`src/rtl/fcinit_pkg.sv`:
```
package fcinit_pkg;
  localparam int HDR_W  = 8;
  localparam int DATA_W = 12;
  localparam int NCLS   = 3;
  localparam int BEATS  = 4;
  localparam int BEAT_W = $clog2(BEATS);
  localparam int CLS_W  = 2;

  localparam logic [7:0]  SYM_SDP  = 8'h5C;
  localparam logic [7:0]  SYM_END  = 8'hFD;
  localparam logic [15:0] CRC_POLY = 16'h100B;
  localparam logic [15:0] CRC_SEED = 16'hFFFF;

  typedef enum logic [1:0] {PH_IDLE, PH_FC1, PH_FC2, PH_DONE} phase_e;

  // round 1 -> 0x40 + 0x10*class, round 2 -> 0xC0 + 0x10*class
  function automatic logic [7:0] fc_type(input logic round2, input logic [CLS_W-1:0] cls);
    return {round2, 1'b1, cls, 4'h0};
  endfunction

  function automatic logic [31:0] fc_body(input logic [7:0] typ,
                                          input logic [HDR_W-1:0] hdr,
                                          input logic [DATA_W-1:0] dat);
    return {typ, 2'b00, hdr[7:2], hdr[1:0], 2'b00, dat[11:8], dat[7:0]};
  endfunction

  // returns {C0, C1}, each already bit-reversed and inverted
  function automatic logic [15:0] fc_crc16(input logic [31:0] body);
    logic [15:0] c;
    logic [15:0] f;
    logic [15:0] o;
    logic        fb;
    c = CRC_SEED;
    for (int i = 0; i < 4; i++) begin
      for (int j = 0; j < 8; j++) begin
        fb = c[15] ^ body[24 - 8*i + j];
        c  = {c[14:0], 1'b0} ^ (fb ? CRC_POLY : 16'h0000);
      end
    end
    f = ~c;
    for (int k = 0; k < 8; k++) begin
      o[8+k] = f[15-k];
      o[k]   = f[7-k];
    end
    return o;
  endfunction
endpackage

```
`src/rtl/fcinit_tx.sv`:
```
module fcinit_tx
  import fcinit_pkg::*;
(
  input  logic                              clk,
  input  logic                              rst,
  input  logic                              link_up,
  input  logic                              all_seen,
  input  logic [NCLS-1:0][HDR_W-1:0]        loc_hdr,
  input  logic [NCLS-1:0][DATA_W-1:0]       loc_dat,
  output logic [15:0]                       tx_data,
  output logic [1:0]                        tx_k,
  output logic                              fc_init
);
  localparam logic [CLS_W-1:0]  LAST_CLS  = CLS_W'(NCLS - 1);
  localparam logic [BEAT_W-1:0] LAST_BEAT = BEAT_W'(BEATS - 1);

  phase_e             phase;
  logic [CLS_W-1:0]   cls;
  logic [BEAT_W-1:0]  beat;
  logic               sending;
  logic [31:0]        body;
  logic [15:0]        crc;

  always_ff @(posedge clk) begin
    if (rst || !link_up) begin
      phase <= PH_IDLE;
      cls   <= '0;
      beat  <= '0;
    end else begin
      case (phase)
        PH_IDLE: begin
          phase <= PH_FC1;
          cls   <= '0;
          beat  <= '0;
        end
        PH_FC1, PH_FC2: begin
          if (beat != LAST_BEAT) begin
            beat <= beat + 1'b1;
          end else begin
            beat <= '0;
            if (cls != LAST_CLS) begin
              cls <= cls + 1'b1;
            end else begin
              cls <= '0;
              if (phase == PH_FC2)  phase <= PH_DONE;
              else if (all_seen)    phase <= PH_FC2;
            end
          end
        end
        default: phase <= PH_DONE;
      endcase
    end
  end

  assign sending = (phase == PH_FC1) || (phase == PH_FC2);
  assign fc_init = (phase == PH_DONE);

  always_comb begin
    body = fc_body(fc_type(phase == PH_FC2, cls), loc_hdr[cls], loc_dat[cls]);
    crc  = fc_crc16(body);
    tx_data = 16'h0000;
    tx_k    = 2'b00;
    if (sending) begin
      case (beat)
        2'd0:    begin tx_data = {body[31:24], SYM_SDP}; tx_k = 2'b01; end
        2'd1:    begin tx_data = {body[15:8], body[23:16]}; end
        2'd2:    begin tx_data = {crc[15:8], body[7:0]}; end
        default: begin tx_data = {SYM_END, crc[7:0]}; tx_k = 2'b10; end
      endcase
    end
  end
endmodule

```
`src/rtl/fcinit_rx.sv`:
```
module fcinit_rx
  import fcinit_pkg::*;
(
  input  logic                 clk,
  input  logic                 rst,
  input  logic                 link_up,
  input  logic [15:0]          rx_data,
  input  logic [1:0]           rx_k,
  output logic                 frame_ok,
  output logic                 frame_bad,
  output logic [CLS_W-1:0]     frame_cls,
  output logic [HDR_W-1:0]     frame_hdr,
  output logic [DATA_W-1:0]    frame_dat
);
  localparam logic [BEAT_W-1:0] LAST_BEAT = BEAT_W'(BEATS - 1);

  logic               busy;
  logic [BEAT_W-1:0]  beat;
  logic [39:0]        held;   // type, B1, B2, B3, C0
  logic               last_beat;
  logic               end_ok;
  logic               crc_ok;
  logic               type_ok;

  always_ff @(posedge clk) begin
    if (rst || !link_up) begin
      busy <= 1'b0;
      beat <= '0;
      held <= '0;
    end else if (!busy) begin
      if (rx_k == 2'b01 && rx_data[7:0] == SYM_SDP) begin
        busy          <= 1'b1;
        beat          <= 2'd1;
        held[39:32]   <= rx_data[15:8];
      end
    end else begin
      case (beat)
        2'd1: begin held[31:16] <= {rx_data[7:0], rx_data[15:8]}; beat <= 2'd2; end
        2'd2: begin held[15:0]  <= {rx_data[7:0], rx_data[15:8]}; beat <= LAST_BEAT; end
        default: begin busy <= 1'b0; beat <= '0; end
      endcase
    end
  end

  assign last_beat = busy && (beat == LAST_BEAT);
  assign end_ok    = (rx_k == 2'b10) && (rx_data[15:8] == SYM_END);
  assign crc_ok    = (fc_crc16(held[39:8]) == {held[7:0], rx_data[7:0]});
  assign type_ok   = (held[38] == 1'b1) && (held[39] | held[38]) &&
                     (held[37:36] != 2'b11) && (held[35:32] == 4'h0) &&
                     (held[31:30] == 2'b00) && (held[21:20] == 2'b00);

  assign frame_ok  = last_beat && end_ok && crc_ok && type_ok;
  assign frame_bad = last_beat && !(end_ok && crc_ok);
  assign frame_cls = held[37:36];
  assign frame_hdr = {held[29:24], held[23:22]};
  assign frame_dat = {held[19:16], held[15:8]};
endmodule

```
`src/rtl/fcinit_store.sv`:
```
module fcinit_store
  import fcinit_pkg::*;
(
  input  logic                          clk,
  input  logic                          rst,
  input  logic                          link_up,
  input  logic                          upd,
  input  logic [CLS_W-1:0]              upd_cls,
  input  logic [HDR_W-1:0]              upd_hdr,
  input  logic [DATA_W-1:0]             upd_dat,
  output logic [NCLS-1:0][HDR_W-1:0]    peer_hdr,
  output logic [NCLS-1:0][DATA_W-1:0]   peer_dat,
  output logic                          all_seen
);
  logic [NCLS-1:0] seen;

  for (genvar g = 0; g < NCLS; g++) begin : g_cls
    always_ff @(posedge clk) begin
      if (rst || !link_up) begin
        seen[g]     <= 1'b0;
        peer_hdr[g] <= '0;
        peer_dat[g] <= '0;
      end else if (upd && upd_cls == CLS_W'(g)) begin
        seen[g]     <= 1'b1;
        peer_hdr[g] <= upd_hdr;
        peer_dat[g] <= upd_dat;
      end
    end
  end

  assign all_seen = &seen;
endmodule

```
`src/rtl/fcinit_engine.sv`:
```
module fcinit_engine
  import fcinit_pkg::*;
#(
  parameter logic [HDR_W-1:0]  DEF_P_HDR    = 8'd4,
  parameter logic [DATA_W-1:0] DEF_P_DATA   = 12'd64,
  parameter logic [HDR_W-1:0]  DEF_NP_HDR   = 8'd4,
  parameter logic [DATA_W-1:0] DEF_NP_DATA  = 12'd0,
  parameter logic [HDR_W-1:0]  DEF_CPL_HDR  = 8'd4,
  parameter logic [DATA_W-1:0] DEF_CPL_DATA = 12'd64
) (
  input  logic              clk,
  input  logic              rst,
  input  logic              link_up,
  input  logic              cfg_use,
  input  logic [7:0]        cfg_p_hdr,
  input  logic [11:0]       cfg_p_data,
  input  logic [7:0]        cfg_np_hdr,
  input  logic [11:0]       cfg_np_data,
  input  logic [7:0]        cfg_cpl_hdr,
  input  logic [11:0]       cfg_cpl_data,
  input  logic [15:0]       rx_data,
  input  logic [1:0]        rx_k,
  output logic [15:0]       tx_data,
  output logic [1:0]        tx_k,
  output logic              fc_init,
  output logic [7:0]        peer_p_hdr,
  output logic [11:0]       peer_p_data,
  output logic [7:0]        peer_np_hdr,
  output logic [11:0]       peer_np_data,
  output logic [7:0]        peer_cpl_hdr,
  output logic [11:0]       peer_cpl_data
);
  logic [NCLS-1:0][HDR_W-1:0]  loc_hdr;
  logic [NCLS-1:0][DATA_W-1:0] loc_dat;
  logic [NCLS-1:0][HDR_W-1:0]  pr_hdr;
  logic [NCLS-1:0][DATA_W-1:0] pr_dat;
  logic                        all_seen;
  logic                        frame_ok;
  logic                        frame_bad;
  logic [CLS_W-1:0]            frame_cls;
  logic [HDR_W-1:0]            frame_hdr;
  logic [DATA_W-1:0]           frame_dat;

  always_comb begin
    if (cfg_use) begin
      loc_hdr = {cfg_cpl_hdr,  cfg_np_hdr,  cfg_p_hdr};
      loc_dat = {cfg_cpl_data, cfg_np_data, cfg_p_data};
    end else begin
      loc_hdr = {DEF_CPL_HDR,  DEF_NP_HDR,  DEF_P_HDR};
      loc_dat = {DEF_CPL_DATA, DEF_NP_DATA, DEF_P_DATA};
    end
  end

  fcinit_tx u_tx (
    .clk(clk), .rst(rst), .link_up(link_up), .all_seen(all_seen),
    .loc_hdr(loc_hdr), .loc_dat(loc_dat),
    .tx_data(tx_data), .tx_k(tx_k), .fc_init(fc_init)
  );

  fcinit_rx u_rx (
    .clk(clk), .rst(rst), .link_up(link_up), .rx_data(rx_data), .rx_k(rx_k),
    .frame_ok(frame_ok), .frame_bad(frame_bad), .frame_cls(frame_cls),
    .frame_hdr(frame_hdr), .frame_dat(frame_dat)
  );

  fcinit_store u_store (
    .clk(clk), .rst(rst), .link_up(link_up),
    .upd(frame_ok), .upd_cls(frame_cls), .upd_hdr(frame_hdr), .upd_dat(frame_dat),
    .peer_hdr(pr_hdr), .peer_dat(pr_dat), .all_seen(all_seen)
  );

  assign peer_p_hdr    = pr_hdr[0];
  assign peer_p_data   = pr_dat[0];
  assign peer_np_hdr   = pr_hdr[1];
  assign peer_np_data  = pr_dat[1];
  assign peer_cpl_hdr  = pr_hdr[2];
  assign peer_cpl_data = pr_dat[2];
endmodule

```
`config.mk`:
```
export PLATFORM = sky130hd
export DESIGN_NAME = fcinit_engine
export DESIGN_NICKNAME = d
export VERILOG_FILES = /design/src/rtl/fcinit_pkg.sv /design/src/rtl/fcinit_tx.sv /design/src/rtl/fcinit_rx.sv /design/src/rtl/fcinit_store.sv /design/src/rtl/fcinit_engine.sv
export SDC_FILE = /design/constraint.sdc
export NUM_CORES = 1
export LEC_CHECK = 0
export ABC_CLOCK_PERIOD_IN_PS = 4100
export BUFFER_PORTS_ARGS = -buffer_cell sky130_fd_sc_hd__buf_2
export CAP_MARGIN = 30
export CELL_PAD_IN_SITES_DETAIL_PLACEMENT = 0
export CELL_PAD_IN_SITES_GLOBAL_PLACEMENT = 1
export CORE_MARGIN = 3
export CORE_UTILIZATION = 30
export DETAILED_ROUTE_END_ITERATION = 8
export PLACE_DENSITY_LB_ADDON = 0.15
export SLEW_MARGIN = 20
export SYNTH_ARGS = -nofsm -noshare
export SYNTH_HDL_FRONTEND = slang
export SYNTH_SLANG_ARGS = --single-unit
```
`constraint.sdc`:
```
create_clock -name clk -period 4.1 [get_ports clk]
set_input_delay 0.41 -clock clk [delete_from_list [all_inputs] [get_ports clk]]
set_output_delay 0.41 -clock clk [all_outputs]
set_load 0.1 [all_outputs]
```
==> Yosys cells after proc, flatten, opt, wreduce, memory -nomap -nowiden <==
Cells that the tools add are included.
{ "word_totals": {"regBits": 112, "input_bits": 82, "out_inout_bits": 79, "elab_cells": 278} }
{ "classes": {"addsub": 2, "order_cmp": 1, "eq_ne": 21, "n_mux": 86, "bitwise": 117, "reduce_logical": 34} }
{ "ops": {"columns": ["op", "n"], "rows": [
  ["XOR 16 bit", 58],
  ["two-way mux 13 bit", 60],
  ["XOR 1 bit", 52],
  ["one-hot mux 16 bit (3 select lines)", 1],
  ["two-way mux 36 bit", 1],
  ["NOT 16 bit", 2],
  ["binary-select mux 12 bit (select 2 bit)", 1],
  ["two-way mux 24 bit", 1],
  ["two-way mux 2 bit", 10],
  ["one-hot mux 2 bit (2 select lines)", 5],
  ["binary-select mux 8 bit (select 2 bit)", 1],
  ["== test 16 bit", 1],
  ["two-way mux 16 bit", 1],
  ["NOT 15 bit", 1],
  ["== test 2 bit, second input constant", 7],
  ["logical AND 1 bit", 14],
  ["two-way mux 12 bit", 1],
  ["== test 2 x 1 -> 1 bit, second input constant", 5],
  ["zero test 2 bit", 5],
  ["inequality test 2 bit, second input constant", 5],
  ["== test 8 x 7 -> 1 bit, second input constant", 1],
  ["== test 8 bit, second input constant", 1],
  ["two-way mux 8 bit", 1],
  ["NOT 8 bit", 1],
  ["14 further kinds", 25]
]} }

==> Depth between registers and ports, before layout <==
Gate-level depths: netlist of the first run.
{ "depth": {"ltp_word": 100, "depth_mapped": 14, "mapped_depth_nobuf": 12} }

==> Cells and area by module <==
Synthesis of the first run repeated with hierarchy kept, for this count alone.
{ "hier_totals": {"cells_unflattened": 910, "area_unflattened_um2": 9135.0} }
{ "by_module_without_submodules": {"columns": ["module", "instances", "cells_per_inst", "area_each_um2", "seq_area_each_um2"], "rows": [
  ["fcinit_rx", 1, 368, 3636.0, 860.8],
  ["fcinit_store", 1, 239, 2647.5, 1261.2],
  ["fcinit_tx", 1, 237, 2443.6, 120.1],
  ["fcinit_engine", 1, 66, 407.9, 0.0]
]} }

==> Worst setup path before layout of the first run <==
OpenSTA, ideal clock, no wires.
{ "synth_path": {"path_type": "register to output", "start": "reg u_tx.cls[0]", "end": "out tx_data[4]", "arrival_ns": 5.602, "required_ns": 3.690, "path_slack_ns": -1.912, "stages_incl_launch_ff": 12, "path_buffers": 1, "cell_sequence": "dfxtp_1 buf_2 inv_1 o21ai_0 a22oi_1 xnor3_1 xor2_1 xnor3_1 xnor2_1 xnor2_1 xnor2_1 a221oi_1"} }
{ "synth_via": {"elab_chain_cells": 43, "word_cells_on_any_way": 74, "cone_classes": "mux: 28; bitwise: 46"} }
{ "synth_lines": {"columns": ["element", "line_no", "rtl"], "rows": [
  ["start, declared", "fcinit_tx.sv:18", "logic [CLS_W-1:0] cls;"],
  ["start signal, assigned", "fcinit_tx.sv:42", "cls <= cls + 1'b1;"],
  ["two-way mux 13 bit", "fcinit_pkg.sv:37", "c = {c[14:0], 1'b0} ^ (fb ? CRC_POLY : 16'h0000);"],
  ["NOT 8 bit (no source line)", null, null],
  ["XOR 16 bit (3 in series)", "fcinit_pkg.sv:37", null],
  ["XOR 1 bit", "fcinit_pkg.sv:36", "fb = c[15] ^ body[24 - 8*i + j];"],
  ["two-way mux 13 bit", "fcinit_pkg.sv:37", null],
  ["XOR 16 bit (4 in series)", "fcinit_pkg.sv:37", null],
  ["XOR 1 bit", "fcinit_pkg.sv:36", null],
  ["two-way mux 13 bit", "fcinit_pkg.sv:37", null],
  ["(+16 left out)", null, null],
  ["two-way mux 13 bit", "fcinit_pkg.sv:37", null],
  ["XOR 16 bit (4 in series)", "fcinit_pkg.sv:37", null],
  ["XOR 1 bit", "fcinit_pkg.sv:36", null],
  ["two-way mux 13 bit", "fcinit_pkg.sv:37", null],
  ["XOR 16 bit (4 in series)", "fcinit_pkg.sv:37", null],
  ["NOT 16 bit", "fcinit_pkg.sv:40", "f = ~c;"],
  ["one-hot mux 16 bit (3 select lines) (*)", "fcinit_tx.sv:64", "case (beat)"],
  ["two-way mux 16 bit (*)", "fcinit_tx.sv:63", "if (sending) begin"],
  ["end, declared", "fcinit_engine.sv:23", "output logic [15:0] tx_data,"]
]} }
Mark *: on every way between the ends. The rest lies on a longest branch, timed or not. The select of a mux whose other input is x is not followed.

==> Final worst setup path of the first run <==
{ "layout_path": {"start": "reg u_rx.held[29]", "end": "reg u_store.peer_dat[31] (netlist name)"} }
{ "layout_via": {"elab_chain_cells": 34, "word_cells_on_any_way": 40, "cone_classes": "eq/ne: 1; mux: 8; bitwise: 28; reduce/logical: 3"} }
{ "layout_lines": {"columns": ["element", "line_no", "rtl"], "rows": [
  ["start, declared", "fcinit_rx.sv:19", "logic [39:0] held;"],
  ["start signal, assigned", "fcinit_rx.sv:29", "held <= '0;"],
  ["start signal, assigned", "fcinit_rx.sv:38", "2'd1: begin held[31:16] <= {rx_data[7:0], rx_data[15:8]}; beat <= 2'd2; end"],
  ["XOR 1 bit (*)", "fcinit_pkg.sv:36", null],
  ["two-way mux 13 bit (*)", "fcinit_pkg.sv:37", null],
  ["XOR 16 bit (*) (4 in series)", "fcinit_pkg.sv:37", null],
  ["XOR 1 bit", "fcinit_pkg.sv:36", null],
  ["two-way mux 13 bit", "fcinit_pkg.sv:37", null],
  ["XOR 16 bit (*) (4 in series)", "fcinit_pkg.sv:37", null],
  ["XOR 1 bit", "fcinit_pkg.sv:36", null],
  ["two-way mux 13 bit", "fcinit_pkg.sv:37", null],
  ["(+6 left out)", null, null],
  ["XOR 16 bit (*) (4 in series)", "fcinit_pkg.sv:37", null],
  ["XOR 1 bit", "fcinit_pkg.sv:36", null],
  ["two-way mux 13 bit", "fcinit_pkg.sv:37", null],
  ["XOR 16 bit (*) (3 in series)", "fcinit_pkg.sv:37", null],
  ["NOT 16 bit (*)", "fcinit_pkg.sv:40", null],
  ["== test 16 bit (*)", "fcinit_rx.sv:47", "assign crc_ok = (fc_crc16(held[39:8]) == {held[7:0], rx_data[7:0]});"],
  ["logical AND 1 bit (*) (2 in series)", "fcinit_rx.sv:52", "assign frame_ok = last_beat && end_ok && crc_ok && type_ok;"],
  ["logical AND 1 bit (*)", "fcinit_store.sv:23", "end else if (upd && upd_cls == CLS_W'(g)) begin"],
  ["end signal, assigned by index", "fcinit_store.sv:26", "peer_dat[g] <= upd_dat;"],
  ["end, declared", "fcinit_store.sv:12", "output logic [NCLS-1:0][DATA_W-1:0] peer_dat,"]
]} }
Mark *: on every way between the ends. The rest lies on a longest branch, timed or not.
A chain may end at the register's enable or synchronous reset.

==> summary.md, run 1 <==
| Metric | Value |
|---|---|
| Status | `completed` |
| Period utilization | `0.9839` |
| Startpoint types | `flop` |
| Sequential fraction of the synthesis area | `0.2914` |
| P_leak | `4.455 nW` |
| Antenna violations before repair | `0` |
| Commonest non-fill, non-tap cell in the layout | `buf_2` |
| Unrepaired setup endpoints after global routing | `true` |
| Largest net degree at the start of global routing | `72` |
| Worst setup EP type | `flop` |
| CTS tree | `built` |
| Iter 0 DRT Violations | `359` |
| Post-synthesis mux area share | `0.1153` |
| Adder-cell share of the synthesized area | `0.02927` |
| Pint | `2.179 mW` |
| Peak-usage layer in the global routing report | `met2` |
| Layout Nets | `1150` |
| Sequential cell area | `0.002252 mm2` |
| R2r startpoint | `u_rx.held[29]$_SDFFE_PP0P_` |
| R2R cell count | `12` |
| Filler cell count | `2459` |
| Clock Power Share | `0.265` |
| CTS buffer count | `9` |
| Worst Hold Path EP | `u_rx.held[26]$_SDFFE_PP0P_` |
| Worst EP arrival | `4.24 ns` |
| Critical path peak fanout | `11` |
| Switching Fraction | `0.3627` |
| Most frequent cells in the layout | `144 x buf_2, 108 x dfxtp_1, 102 x nor2_1, 91 x nand2_1, 88 x xnor2_1` |
| Footprint of the multi-input gates | `0.005527 mm2` |
| Compound-gate portion of the synthesized area | `0.09805` |
| Final hold violations | `0` |
| Vias in the first global route | `6398` |
| Initial Util | `0.3109` |
| Most common flop cell mapped by yosys | `dfxtp_1` |
| Global-route wire length before repair | `39.03 mm` |
| Clock Sinks | `112` |
| Final setup vio count | `0` |
| F_max | `247.9 MHz` |
| Clock slew at reported path FFs | `0.08 ns` |
| Place WS | `-0.2818 ns` |
| Global Route Usage Sum | `0.1791` |
| Core ar. | `0.02475 mm2` |
| GRT overflow | `0` |
| Avg Inst Size Synth | `9.085 um2` |
| Flop-to-flop setup slack | `0.07 ns` |
| CTS max path bufs | `2` |
| Synth Net Count | `947` |
| Htree depth | `3` |
| Worst ir drop on vdd | `0.0003126 V` |
| Width of the die | `166.2 um` |
| Sw Pwr | `1.240 mW` |
| Drc violations | `0` |
| Critical Path RT | `4.31 ns` |
| IO Count | `161` |
| Worst Tran Pin Value | `0.8667 ns` |
| Finished Core Util | `0.4185` |
| Worst hold stages | `3` |
| Post-DR wirelength/cell | `18.62 um` |
| Diodes inserted | `0` |
| CTS Root Cell | `clkbuf_16` |
| Setup CP Type | `reg -> reg` |
| Drt first pass iters | `5` |
| Syn Inst Count | `847` |
| Yosys reg bits | `112` |
| DR vias | `6464` |
| Met2 Use GR | `0.2865` |
| Final Skew | `0.009349 ns` |
| Die ar. | `0.02761 mm2` |
| Synth Area in Simple Gates | `0.1444` |
| DR vias/cell | `4.687` |
| Setup TNS | `0 ns` |
| Crit path time final | `4.034 ns` |
| Area Growth Syn to Fin | `34.59%` |
| Hold WC Path Type | `in -> reg` |
| Post-synthesis cell type count | `58` |
| Ys async rst share | `0` |
| Post-route ant nets | `0` |
| Overall Power | `3.419 mW` |
| Post-Route WL | `25.68 mm` |
| Pwr Density | `330.1 mW/mm2` |
| GRT met1 Usage | `0.2617` |
| Max-cap violations | `0` |
| Final GP Congestion | `0.8607` |
| Sequential power share | `0.320` |
| Number of synthesized flops with an enable pin | `0` |
| R2R Path End | `u_store.peer_dat[31]$_SDFFE_PP0P_` |
| Main combinational cell family by area after synthesis | `XOR/XNOR gates` |
| Number of port buffers | `160` |
| Syn Std Cell Area | `0.007695 mm2` |
| # rows | `57` |
| GRT met3 Usage | `0.02642` |
| Final setup margin | `0.06615 ns` |
| Hold Crit Start | `rx_data[2]` |
| Share of layout cells above drive strength 1 | `0.3242` |
| Post-Synth XOR/XNOR Area | `0.2792` |
| Chip height | `166.2 um` |
| Slew Limit Fails | `0` |
| DP HPWL | `19.52 mm` |
| Yosys warns | `0` |
| Max_slew headroom | `0.4215` |
| Logic gate share of total power | `0.414` |
| Worst-skew pair later-pin latency | `0.36 ns` |
-- metal layers --
layer / up-vias / share of wire
li1: 3249 / -
met1: 3061 / 0.50
met2: 143 / 0.46
met3: 11 / 0.036
met4: 0 / 0.0072
met5: - / 0
-- power by group through the flow --
stage | Clock [mW] | Combinational (mW) | Sequential (mW)
final | 0.908 | 1.42 | 1.09
after global routing | 0.972 | 1.50 | 1.10
after CTS | 0.930 | 1.33 | 1.09
after detailed placement | 0 | 1.27 | 1.12
after global placement | 0 | 1.28 | 1.12
after floorplan | 0 | 0.962 | 1.12
-- logic make-up (layout without fill, tap and decap cells) --
logic type               after synthesis  count (layout)
AO/OA/AOI/OAI                        121             121
XOR/XNOR                             176             176
adder cells (fa/ha/maj)               18              18
buffers and inverters                 74             282
flip-flops                           112             112
multiplexers                          88              88
AND/OR/NAND/NOR                      258             258
-- worst max-delay path by stage --
stage | startpoint | endpoint | slack [ns] | cells past startpoint
after floorplan | u_tx.cls[0]$_SDFFE_PP0P_ | tx_data[4] | -0.08 | 12
after global placement | u_rx.held[29]$_SDFFE_PP0P_ | u_store.peer_dat[30]$_SDFFE_PP0P_ | -0.25 | 11
after detailed placement | u_rx.held[29]$_SDFFE_PP0P_ | u_store.peer_dat[31]$_SDFFE_PP0P_ | -0.28 | 11
after CTS | u_rx.held[29]$_SDFFE_PP0P_ | u_store.peer_dat[31]$_SDFFE_PP0P_ | 0.02 | 11
after global routing | u_rx.held[33]$_SDFFE_PP0P_ | u_store.peer_dat[31]$_SDFFE_PP0P_ | -0.08 | 13
final | u_rx.held[29]$_SDFFE_PP0P_ | u_store.peer_dat[31]$_SDFFE_PP0P_ | 0.07 | 12
-- synthesized netlist by cell type (9+ instances only) --
| cell type | number | share of area |
|---|---|---|
| a21oi_1 | 58 | 0.038 |
| a221oi_1 | 10 | 0.011 |
| buf_2 | 14 | 0.0091 |
| clkbuf_1 | 33 | 0.016 |
| dfxtp_1 | 112 | 0.29 |
| ha_1 | 18 | 0.029 |
| inv_1 | 20 | 0.0098 |
| mux2i_1 | 83 | 0.11 |
| nand2_1 | 91 | 0.044 |
| nor2_1 | 109 | 0.053 |
| nor2b_1 | 9 | 0.0073 |
| o21ai_0 | 23 | 0.015 |
| xnor2_1 | 99 | 0.11 |
| xnor3_1 | 30 | 0.088 |
| xor2_1 | 32 | 0.036 |
-- flip-flops by register name, summed over array words and instances (netlist names) --
register / count
u_store.peer_dat: 36
u_tx.beat: 2
u_store.seen: 3
u_rx.held: 40
u_store.peer_hdr: 24
u_rx.beat: 2
u_tx.cls: 2
u_rx.busy: 1
u_tx.phase: 2
-- critical path, stage by stage (launching register included) --
cell,delay [ns]
dfxtp_1,0.34
xor3_2,0.50
xor2_1,0.25
xnor3_1,0.47
xnor3_2,0.50
xor2_1,0.43
nand3_1,0.17
a221o_1,0.37
a2111oi_4,0.20
buf_4,0.23
buf_12,0.17
mux2i_1,0.19
nor2_1,0.06
-- layout make-up --
type / instances / area share
Tap cell: 324 / 0.03914
Timing Repair Buffer: 245 / 0.1725
Clock buffer: 9 / 0.02175
Inverter: 21 / 0.008336
Clock inverter: 7 / 0.007128
Multi-Input combinational cell: 661 / 0.5336
Sequential cell: 112 / 0.2175
-- stage by stage --
stage	cell area (um2)	hold WS, ns	std cells
after global routing	10360	0.3103	1379
after floorplan	7888	0.4257	847
after global placement	9679	0.4364	1345
final	10360	0.3101	1379
after detailed placement	9679	0.4384	1345
after CTS	10160	0.3082	1369
-- repair_timing --
item / CTS / global route
gates cloned: 1 / 1
hold buffers: 0 / 0
pin swaps: 5 / 9
setup endpoints to repair: 73 / 75
buffers inserted: 7 / 9
gates resized for setup: 25 / 24
No activity file was read; power rests on OpenSTA's default activity.
==> run 2, diff against run 1 <==
--- a/config.mk
+++ b/config.mk
@@ -11,7 +11,7 @@
 export CELL_PAD_IN_SITES_DETAIL_PLACEMENT = 0
 export CELL_PAD_IN_SITES_GLOBAL_PLACEMENT = 1
 export CORE_MARGIN = 3
-export CORE_UTILIZATION = 30
+export CORE_UTILIZATION = 38
 export DETAILED_ROUTE_END_ITERATION = 8
 export PLACE_DENSITY_LB_ADDON = 0.15
 export SLEW_MARGIN = 20
==> summary.md, run 2 (synthesized netlist as in run 1, its figures left out) <==
| Metric | Value |
|---|---|
| Post-DR wirelength/cell | `18.36 um (was 18.62 um)` |
| Switching Fraction | `0.3509 (was 0.3627)` |
| Hold Slack | `0.3281 ns (was 0.3101 ns)` |
| Worst Hold Path EP | `u_rx.held[6]$_SDFFE_PP0P_ (was u_rx.held[26]$_SDFFE_PP0P_)` |
| Diodes inserted | `0 (unchanged)` |
| R2R cell count | `13 (was 12)` |
| Iter 0 DRT Violations | `389 (was 359)` |
| Width of the die | `148.3 um (was 166.2 um)` |
| GRT overflow | `0 (unchanged)` |
| Pwr Density | `325.2 mW/mm2 (was 330.1 mW/mm2)` |
| Clock Power Share | `0.256 (was 0.265)` |
| Area Growth Syn to Fin | `36.00% (was 34.59%)` |
| Clock Sinks | `112 (unchanged)` |
| Final Skew | `0.008777 ns (was 0.009349 ns)` |
| Critical path, cell by cell | `buf_12, buf_6, mux2_2, nand2_1, a21oi_2, xnor3_2, xnor2_4, xnor2_2, xnor2_2, buf_4, xnor2_1, xnor2_1, a221oi_4, buf_12 (was xor3_2, xor2_1, xnor3_1, xnor3_2, xor2_1, nand3_1, a221o_1, a2111oi_4, buf_4, buf_12, mux2i_1, nor2_1)` |
| Crit path time final | `4.037 ns (was 4.034 ns)` |
| DR vias/cell | `4.997 (was 4.687)` |
| Flop-to-flop setup slack | `0.11 ns (was 0.07 ns)` |
| Worst Setup SP | `u_tx.cls[1]$_SDFFE_PP0P_ (was u_rx.held[29]$_SDFFE_PP0P_)` |
| Drc violations | `0 (unchanged)` |
| Post-Route WL | `24.31 mm (was 25.68 mm)` |
| Pint | `2.209 mW (was 2.179 mW)` |
| Final setup vio count | `0 (unchanged)` |
| Worst-skew pair later-pin latency | `0.35 ns (was 0.36 ns)` |
| F_max | `247.7 MHz (was 247.9 MHz)` |
| Core ar. | `0.01965 mm2 (was 0.02475 mm2)` |
| Worst hold stages | `3 (unchanged)` |
| Largest register by flop count | `u_rx.held (unchanged)` |
| IO Count | `161 (unchanged)` |
| R2r startpoint | `u_rx.held[26]$_SDFFE_PP0P_ (was u_rx.held[29]$_SDFFE_PP0P_)` |
| Critical Path RT | `3.69 ns (was 4.31 ns)` |
| Largest register FFs | `40 (unchanged)` |
| Antenna violations before repair | `0 (unchanged)` |
| Number of port buffers | `160 (unchanged)` |
| Finished Core Util | `0.5325 (was 0.4185)` |
| Clock slew at reported path FFs | `0.08 ns (about the same)` |
| Max_slew headroom | `0.3938 (was 0.4215)` |
| Die ar. | `0.02199 mm2 (was 0.02761 mm2)` |
| Final GP Congestion | `0.8723 (was 0.8607)` |
| Filler cell count | `1877 (was 2459)` |
| Initial Util | `0.3915 (was 0.3109)` |
| Largest registers | `u_rx.held (40), u_store.peer_dat (36), u_store.peer_hdr (24) (unchanged)` |
| Period utilization | `0.9847 (was 0.9839)` |
| Post-route ant nets | `0 (unchanged)` |
| Unrepaired setup endpoints after global routing | `true (unchanged)` |
| Vias in the first global route | `6345 (was 6398)` |
| Worst setup EP type | `output pin (was flop)` |
| Final hold violations | `0 (unchanged)` |
| Hold Crit Start | `rx_data[14] (was rx_data[2])` |
| Layout Nets | `1154 (was 1150)` |
| Worst Tran Pin Value | `0.9093 ns (was 0.8667 ns)` |
| Max-cap violations | `0 (unchanged)` |
| Chip height | `148.3 um (was 166.2 um)` |
| DR vias | `6616 (was 6464)` |
| Final Cell Area | `0.01047 mm2 (was 0.01036 mm2)` |
| # rows | `51 (was 57)` |
| Setup CP Type | `reg -> out (was reg -> reg)` |
| Critical path peak fanout | `10 (was 11)` |
| Share of layout cells above drive strength 1 | `0.3409 (was 0.3242)` |
| Dpl cell area | `0.009562 mm2 (was 0.009679 mm2)` |
| R2R Path End | `u_store.peer_hdr[16]$_SDFFE_PP0P_ (was u_store.peer_dat[31]$_SDFFE_PP0P_)` |
| CTS buffer count | `9 (unchanged)` |
| Status | `completed (unchanged)` |
| Drt first pass iters | `5 (unchanged)` |
| Hold-fix buffers, CTS | `0 (unchanged)` |
| Logic gate share of total power | `0.423 (was 0.414)` |
| CP peak stage delay | `0.50 ns (about the same)` |
| Sequential power share | `0.321 (was 0.320)` |
| DP HPWL | `18.27 mm (was 19.52 mm)` |
| Most frequent cells in the layout | `144 x buf_2, 107 x dfxtp_1, 102 x nor2_1, 90 x nand2_1 (was 144 x buf_2, 108 x dfxtp_1, 102 x nor2_1, 91 x nand2_1, 88 x xnor2_1)` |
| Global-route wire length before repair | `36.31 mm (was 39.03 mm)` |
| CTS tree | `built (unchanged)` |
| Startpoint types | `flop (unchanged)` |
| Commonest non-fill, non-tap cell in the layout | `buf_2 (unchanged)` |
| CTS max path bufs | `2 (unchanged)` |
| Worst ir drop on vdd | `0.0002021 V (was 0.0003126 V)` |
| Sequential cell area | `0.002258 mm2 (was 0.002252 mm2)` |
| Global Route Usage Sum | `0.2108 (was 0.1791)` |
| CTS Root Cell | `clkbuf_16 (unchanged)` |
| Sw Pwr | `1.194 mW (was 1.240 mW)` |
| Slowest cell on crit path | `xnor3_2 (was xor3_2)` |
| Largest net degree at the start of global routing | `78 (was 72)` |
| Footprint of the multi-input gates | `0.005644 mm2 (was 0.005527 mm2)` |
| Hold WC Path Type | `in -> reg (unchanged)` |
| P_leak | `4.529 nW (was 4.455 nW)` |
| Slew Limit Fails | `0 (unchanged)` |
| Worst EP arrival | `3.63 ns (was 4.24 ns)` |
| Htree depth | `3 (unchanged)` |
==> run 2: cell count changes in the layout (fill, tap and decap cells not counted), sizes merged <==
| cell | previous run | this run |
|---|---|---|
| clkinv | 5 | 4 |
| bufbuf | 1 | 0 |
| buf | 243 | 246 |
| clkinvlp | 3 | 2 |
| clkbuf | 10 | 14 |
==> run 2: critical path: cells and delay by family (launching register included) <==
family / cells / cell delay (ns)
flops: 1 / 0.37
buf+inv: 4 / 0.67
compound gates: 2 / 0.62
mux: 1 / 0.23
xor+xnor: 6 / 1.30
simple gates: 1 / 0.06
==> run 2: stage by stage <==
| step | power (mW) | worst slack (ns) | std cells | setup TNS, ns |
|---|---|---|---|---|
| global placement | 2.395 | 0.003352 | 1279 | 0 |
| CTS | 3.333 | -0.001963 | 1302 | -0.001963 |
| detailed placement | 2.401 | -0.01239 | 1280 | -0.07419 |
| floorplan | 2.081 | -0.07938 | 847 | -0.07938 |
| global route | 3.556 | -0.03655 | 1324 | -0.09841 |
| finish | 3.403 | 0.06288 | 1324 | 0 |
==> run 2: worst max path at each step <==
stage / to / cells after the start
floorplan: tx_data[4] / 12
CTS: tx_data[1] / 15
detailed placement: u_store.peer_dat[33]$_SDFFE_PP0P_ / 11
global placement: u_store.peer_dat[24]$_SDFFE_PP0P_ / 12
global route: u_store.peer_hdr[18]$_SDFFE_PP0P_ / 13
finish: tx_data[1] / 14
==> run 2: layout make-up <==
type | instances | area share
clock inverters | 5 | 0.004782
inverters | 21 | 0.008250
repair buffers | 249 | 0.1769
flip-flops and latches | 112 | 0.2158
multi-input cells | 661 | 0.5393
clock buffers | 11 | 0.02319
well taps | 265 | 0.03168
==> run 2: power groups by stage <==
stage                     registers, mW  logic (mW)  clock network (mW)
after floorplan                    1.12       0.962                   0
after global placement             1.12        1.27                   0
after detailed placement           1.12        1.28                   0
after CTS                          1.10        1.35               0.890
after global routing               1.09        1.53               0.932
final                              1.09        1.44               0.870
==> run 2: what timing repair did <==
action,in CTS,in global routing
pin swaps,6,32
setup buffers,6,19
endpoints found under the setup margin,27,75
resized for setup,21,51
cloned,0,3
==> run 2: routing by layer <==
layer / vias up / routed length (um) / GRT usage
met2: 162 / 11070 / 0.3252
li1: 3263 / - / -
met4: 0 / 422 / 0.04665
met1: 3168 / 11840 / 0.3149
met3: 23 / 974 / 0.02864
met5: - / 0 / 0
